File: src/rtl/ubt_pkg.sv
package ubt_pkg;
    typedef enum logic {
        STB_LOW  = 1'b0,
        STB_HIGH = 1'b1
    } stb_state_t;

    typedef enum logic [1:0] {
        MODE_HOLD    = 2'd0,
        MODE_PASS    = 2'd1,
        MODE_CAPTURE = 2'd2
    } store_mode_t;
endpackage

File: src/rtl/ubt_strobe_track.sv
module ubt_strobe_track
    import ubt_pkg::*;
(
    input  logic clk,
    input  logic rst,
    input  logic strobe,
    output logic rise
);
    stb_state_t state_q;
    stb_state_t state_d;

    always_ff @(posedge clk) begin
        if (rst) begin
            state_q <= strobe ? STB_HIGH : STB_LOW;
        end else begin
            state_q <= state_d;
        end
    end

    always_comb begin
        state_d = state_q;
        rise    = 1'b0;
        unique case (state_q)
            STB_LOW: begin
                if (strobe) begin
                    state_d = STB_HIGH;
                    rise    = 1'b1;
                end
            end
            STB_HIGH: begin
                if (!strobe) begin
                    state_d = STB_LOW;
                end
            end
            default: state_d = STB_LOW;
        endcase
    end


    rise_needs_high_chk: assert property (@(posedge clk) disable iff (rst)
        rise |-> strobe);


    rise_single_cycle_chk: assert property (@(posedge clk) disable iff (rst)
        rise |=> !rise);
endmodule

File: src/rtl/ubt_store.sv
module ubt_store
    import ubt_pkg::*;
#(
    parameter int DW = 18
) (
    input  logic          clk,
    input  logic          rst,
    input  logic [DW-1:0] din,
    input  logic          pass_en,
    input  logic          rise,
    output logic [DW-1:0] q
);
    store_mode_t   mode;
    logic [DW-1:0] q_r;

    always_comb begin
        if (pass_en) begin
            mode = MODE_PASS;
        end else if (rise) begin
            mode = MODE_CAPTURE;
        end else begin
            mode = MODE_HOLD;
        end
    end

    always_ff @(posedge clk) begin
        if (rst) begin
            q_r <= '0;
        end else begin
            unique case (mode)
                MODE_PASS:    q_r <= din;
                MODE_CAPTURE: q_r <= din;
                MODE_HOLD:    q_r <= q_r;
                default:      q_r <= q_r;
            endcase
        end
    end

    assign q = q_r;


    reset_clear_chk: assert property (@(posedge clk)
        rst |=> (q == '0));


    pass_load_chk: assert property (@(posedge clk) disable iff (rst)
        pass_en |=> (q == $past(din)));


    capture_load_chk: assert property (@(posedge clk) disable iff (rst)
        (!pass_en && rise) |=> (q == $past(din)));


    hold_stable_chk: assert property (@(posedge clk) disable iff (rst)
        (!pass_en && !rise) |=> $stable(q));
endmodule

File: src/rtl/ubt_path.sv
module ubt_path #(
    parameter int DW      = 18,
    parameter bit OE_LOW  = 1'b0
) (
    input  logic          clk,
    input  logic          rst,
    input  logic [DW-1:0] din,
    input  logic          drive_ctl,
    input  logic          pass_en,
    input  logic          strobe,
    output logic [DW-1:0] dout,
    output logic          oe
);
    logic rise;
    logic drive_on;

    ubt_strobe_track u_track (
        .clk    (clk),
        .rst    (rst),
        .strobe (strobe),
        .rise   (rise)
    );

    ubt_store #(.DW(DW)) u_store (
        .clk     (clk),
        .rst     (rst),
        .din     (din),
        .pass_en (pass_en),
        .rise    (rise),
        .q       (dout)
    );

    generate
        if (OE_LOW) begin : g_oe_low
            assign drive_on = !drive_ctl;
        end else begin : g_oe_high
            assign drive_on = drive_ctl;
        end
    endgenerate

    assign oe = drive_on && !rst;


    reset_no_drive_chk: assert property (@(posedge clk)
        rst |-> !oe);
endmodule

File: src/rtl/ubt_transceiver.sv
module ubt_transceiver #(
    parameter int DW = 18
) (
    input  logic          clk,
    input  logic          rst,
    input  logic [DW-1:0] a_in,
    output logic [DW-1:0] a_out,
    output logic          a_oe,
    input  logic [DW-1:0] b_in,
    output logic [DW-1:0] b_out,
    output logic          b_oe,
    input  logic          ab_drive_en,
    input  logic          ab_pass_en,
    input  logic          ab_strobe,
    input  logic          ba_drive_en_n,
    input  logic          ba_pass_en,
    input  logic          ba_strobe
);
    ubt_path #(.DW(DW), .OE_LOW(1'b0)) u_ab (
        .clk       (clk),
        .rst       (rst),
        .din       (a_in),
        .drive_ctl (ab_drive_en),
        .pass_en   (ab_pass_en),
        .strobe    (ab_strobe),
        .dout      (b_out),
        .oe        (b_oe)
    );

    ubt_path #(.DW(DW), .OE_LOW(1'b1)) u_ba (
        .clk       (clk),
        .rst       (rst),
        .din       (b_in),
        .drive_ctl (ba_drive_en_n),
        .pass_en   (ba_pass_en),
        .strobe    (ba_strobe),
        .dout      (a_out),
        .oe        (a_oe)
    );


    ab_polarity_chk: assert property (@(posedge clk) disable iff (rst)
        ab_drive_en |-> b_oe);


    ba_polarity_chk: assert property (@(posedge clk) disable iff (rst)
        ba_drive_en_n |-> !a_oe);
endmodule

File: config.mk
export PLATFORM = sky130hd
export DESIGN_NAME = ubt_transceiver
export DESIGN_NICKNAME = d
export VERILOG_FILES = /design/src/rtl/ubt_pkg.sv /design/src/rtl/ubt_strobe_track.sv /design/src/rtl/ubt_store.sv /design/src/rtl/ubt_path.sv /design/src/rtl/ubt_transceiver.sv
export SDC_FILE = /design/constraint.sdc
export NUM_CORES = 1
export LEC_CHECK = 0
export CAP_MARGIN = 20
export CORE_MARGIN = 2
export CORE_UTILIZATION = 45
export DETAILED_ROUTE_END_ITERATION = 7
export DONT_BUFFER_PORTS = 1
export PLACE_DENSITY = 0.62
export SYNTH_ARGS = -nofsm -noshare
export SYNTH_HDL_FRONTEND = slang
export SYNTH_HIERARCHICAL = 1
export SYNTH_SLANG_ARGS = --single-unit
File: constraint.sdc
create_clock -name clk -period 1.5 [get_ports clk]
set_clock_uncertainty 0.2 [all_clocks]
set_input_delay 0.15 -clock clk [delete_from_list [all_inputs] [get_ports clk]]
set_output_delay 0.15 -clock clk [all_outputs]
set_load 0.005 [all_outputs]
# Word-level counts from Yosys, hierarchy flattened

Index checks and enable logic that the tools add are counted.

Input bits: 44
Bits in registers: 38
Output and inout bits: 38

Mux-type cells: 8
Reduce and logical (&&, ||, !) cells: 6
Equality and inequality tests: 4

Operators by type and width:

| kind                                                | count |
|---|---|
| 2-to-1 mux 2 bit                                    | 4 |
| equality test 2 x 1 -> 1 bit, second input constant | 2 |
| equality test 2 bit, second input constant          | 2 |
| 2-to-1 mux 1 bit                                    | 4 |
| OR reduction 2 bit                                  | 2 |
| logical AND 1 bit                                   | 2 |
| logical NOT 1 bit                                   | 2 |

# Logic depth before layout (Yosys ltp)

Depth after elaboration: 6
Depth in mapped cells: 4
Depth with buffers taken out: 3

# Hierarchy

The synthesis kept the hierarchy.

By module, submodules not included:

| module           | cells each | area an instance (µm²) | instances | sequential area each (µm²) |
|---|---|---|---|---|
| ubt_store        | 80         | 734.5                  | 2         | 360.3 |
| ubt_strobe_track | 2          | 33.8                   | 2         | 20.0 |
| ubt_path at u_ab | 1          | 13.8                   | 1         | 0.0 |
| ubt_path at u_ba | 1          | 3.8                    | 1         | 0.0 |

# Least setup slack after synthesis

No wires, ideal clock.

Kind: register -> register
Start: register u_ab.u_track.state_q
End: register u_ab.u_store.q_r[10], in the netlist u_ab/u_store/q[10]
Arrival time: 0.998 ns
Clock period less this slack: 1.268 ns
Cell stages (with the launch flop): 5
Path slack: 0.232 ns
Library setup time: 0.070 ns
Cell sequence: dfxtp_1 -> nor2b_4 -> buf_2 -> or3b_1 -> a21oi_1

Word-level cells in the longest chain between the ends: 5
Elaborated cells on any way between the ends: 6
Those cells by class: 2 x eq/ne; 3 x mux; 1 x reduce/logical

RTL lines:

| what                                                                | RTL line               | source |
|---|---|---|
| start, declared                                                     | ubt_strobe_track.sv:9  | `stb_state_t state_q;` |
| start signal, assigned                                              | ubt_strobe_track.sv:14 | `state_q <= strobe ? STB_HIGH : STB_LOW;` |
| start signal, assigned                                              | ubt_strobe_track.sv:16 | `state_q <= state_d;` |
| 2-to-1 mux 1 bit *                                                  | ubt_strobe_track.sv:23 | `unique case (state_q)` |
| named net u_ab.rise                                                 | ubt_path.sv:14         | `logic rise;` |
| 2-to-1 mux 2 bit *                                                  | ubt_store.sv:19        | `end else if (rise) begin` |
| 2-to-1 mux 2 bit *                                                  | ubt_store.sv:17        | `if (pass_en) begin` |
| equality test 2 bit or equality test 2 x 1 -> 1 bit (tied branches) | ubt_store.sv:30        | `unique case (mode)` |
| OR reduction 2 bit (no line) *                                      | n/a                    |  |
| end signal, assigned                                                | ubt_store.sv:31        | `MODE_PASS: q_r <= din;` |
| end signal, assigned                                                | ubt_store.sv:32        | `MODE_CAPTURE: q_r <= din;` |
| end signal, assigned                                                | ubt_store.sv:33        | `MODE_HOLD: q_r <= q_r;` |
| end, declared                                                       | ubt_store.sv:14        | `logic [DW-1:0] q_r;` |

Mark *: on every way through the listed nets, which the timed path passes. The rest lies on a longest branch.
A chain may end at the register's enable or synchronous reset.

# Worst setup path after layout

Start: register u_ba.u_track.state_q
End: register u_ba.u_store.q_r[7], in the netlist u_ba/u_store/q[7]

Word-level cells in the longest chain between the ends: 5
Elaborated cells on any way between the ends: 6
Those cells by class: 2 x eq/ne; 3 x mux; 1 x reduce/logical

RTL lines:

| what                                                                | RTL line |
|---|---|
| start, declared                                                     | ubt_strobe_track.sv:9 |
| start signal, assigned                                              | ubt_strobe_track.sv:14 |
| start signal, assigned                                              | ubt_strobe_track.sv:16 |
| 2-to-1 mux 1 bit *                                                  | ubt_strobe_track.sv:23 |
| named net u_ba.rise                                                 | ubt_path.sv:14 |
| 2-to-1 mux 2 bit *                                                  | ubt_store.sv:19 |
| 2-to-1 mux 2 bit *                                                  | ubt_store.sv:17 |
| equality test 2 bit or equality test 2 x 1 -> 1 bit (tied branches) | ubt_store.sv:30 |
| OR reduction 2 bit (no line) *                                      | n/a |
| end signal, assigned                                                | ubt_store.sv:31 |
| end signal, assigned                                                | ubt_store.sv:32 |
| end signal, assigned                                                | ubt_store.sv:33 |
| end, declared                                                       | ubt_store.sv:14 |

Marked as above.

==> qor.csv <==
metric,value,unit
status,"finished, violations left",
violated checks,hold timing,
"Worst Path Class, Setup",register to register,
"critical path, cell by cell",nor2b_4 > buf_12 > or3b_1 > a21oi_1,
Mapped Cells,166,
crit-path max cell delay,390,ps
CP Depth,4,
Die Wd,62.8,um
vias in the first global route,1279,
number of buffers created by CTS,5,
crit path launch type,register,
cts repair resizes,0,
core area,0.00334,mm^2
"antenna viol nets, final",0,
Congestion Overflow GR,0,
hold_buf cts,39,
htree depth,2,
share of layout cells above drive strength 1,0.0556,
"Period Utilization, post-route",0.926,
Pleak,0.000699,uW
Critical Path RT,1550,ps
post-synthesis sequential area ratio,0.490,
post-synth top area cell,dfxtp_1,
routed via count,1349,
Starting Density,0.466,
CTS tree,done,
ANT cells,0,
Final nets,242,
initial antenna violation count,0,
final wirelength,3770,um
Final min period,1390,ps
Die Y,62.8,um
synth warn,6,
Worst Path Max Fanout,36,
post-route cell area,0.00202,mm^2
slew margin rel.,0.868,
First-pass DRT Iterations,4,
routed vias/inst,5.53,
global-route wire length before repair,6150,um
synth top area cells,"dfxtp_1 49%, or3b_1 20%, a21oi_1 12%, o21ai_0 12%, nor2b_4 2.7%",
Total GRT Usage,0.198,
CP Buf/Inv Count,1,
max-cap violations,0,
Final Setup Violations,0,
sequential cell area,761,um^2
Reg2Reg Depth,4,
worst-margin pin slew,196,ps
fin. max-slew vios,0,
setup TNS,0,ps
Post-Place Cell Area,0.00158,mm^2
FMAX,0.720,GHz
RSZ-0062 raised after global routing,false,
initial drt markers,67,
Area growth syn-to-layout,30.3,%
critical path's slowest cell,or3b_1,
Yosys cell types,9,
IO Count,82,
CTS sink cnt,38,
CP top delay family,simple AND/OR/NAND/NOR gates,
Post-Syn Nets,210,
clock transition at the registers of the reported paths,100,ps
final hold vios,36,
Post-Syn Area,0.00155,mm^2
Core Rows,21,
drt wl/cell,15.5,um
area of the multi-input gates,721,um^2
Synth Area per Inst,9.36,um^2
CP endpoint kind,register,
# DRC,0,
pwr dens,900,mW/mm^2
Port-buffer cells,0,
worst hold path class,input pin to register,
die area,0.00394,mm^2
maximum VDD drop,0.612,mV
clk_lat worst skew,320,ps
CTS root buffer,clkbuf_4,
post-detail-place hpwl,2150,um
clock tree buffer depth,2,
Final Wtd Congestion,0.633,
Layout fillers,291,
largest net degree at the start of global routing,37,
Synth Register Bits,38,
fin util,0.607,
final hold slack,-208,ps
CP arrival,1440,ps
post-CTS setup buffer count,0,
top cell type's share of synthesized area,0.490,
hold depth,2,
==> cell usage after synthesis <==
cell	n
o21ai_0	36
clkbuf_1	6
dfxtp_1	38
or3b_1	36
buf_2	8
nor2_1	1
a21oi_1	36
nor2b_4	3
clkbuf_2	2
==> state kept, by name (all words and copies together) (netlist names) <==
name                  count
u_ab/u_store/q           18
u_ba/u_store/q           18
u_ab/u_track/state_q      1
u_ba/u_track/state_q      1
==> cell type report <==
| class | count | area share |
|---|---|---|
| timing repair buffer | 41 | 0.218 |
| multi-input combinational | 112 | 0.356 |
| clock buffer | 7 | 0.0222 |
| tap | 46 | 0.0284 |
| sequential | 38 | 0.376 |
==> logic make-up after synthesis <==
family / count (synthesis) / synth area share
buf+inv: 16 / 0.0467
compound gates: 72 / 0.232
flops: 38 / 0.490
simple gates: 40 / 0.232
==> report_power, final <==
group | total, uW | internal (uW) | leakage, uW | switching (uW)
combinational | 238 | 145 | 0.000359 | 92.3
clock | 467 | 177 | 0.0000254 | 290
sequential | 1120 | 1070 | 0.000315 | 44.7
==> worst register-to-register path, cell delays in order (launching register included) <==
cell and delay, ps:
dfxtp_1 360, nor2b_4 50, buf_12 150, or3b_1 400
a21oi_1 160
==> routing by layer <==
layer  wire [um]  global-route usage
met1        1480               0.225
met2        1930               0.333
met3         319              0.0829
met4          44              0.0694
met5           0                   0
==> per-stage QoR <==
stage | instances | total power (uW) | setup WS [ps]
finish | 244 | 1820 | 111
global route | 244 | 1910 | 45.9
CTS | 244 | 1850 | 124
detailed placement | 198 | 1280 | 148
global placement | 198 | 1270 | 205
floorplan | 166 | 1270 | 232
==> cell usage in the layout, fill, tap and decap left out <==
| cell type | n |
|---|---|
| a21oi_1 | 36 |
| buf_12 | 3 |
| clkbuf_1 | 2 |
| clkbuf_4 | 5 |
| dfxtp_1 | 38 |
| dlygate4sd3_1 | 38 |
| nor2_1 | 1 |
| nor2b_4 | 3 |
| o21ai_0 | 36 |
| or3b_1 | 36 |
==> final timing paths <==
path                        end            startpoint  slack (ps)
max           u_ba/u_store/q[7]  u_ba/u_track/state_q         110
min reg2reg  u_ba/u_store/q[13]    u_ba/u_store/q[13]         380
max reg2reg   u_ba/u_store/q[7]  u_ba/u_track/state_q         110
min          u_ab/u_store/q[14]            ab_pass_en        -210
Power figures use the tool's default switching activity.
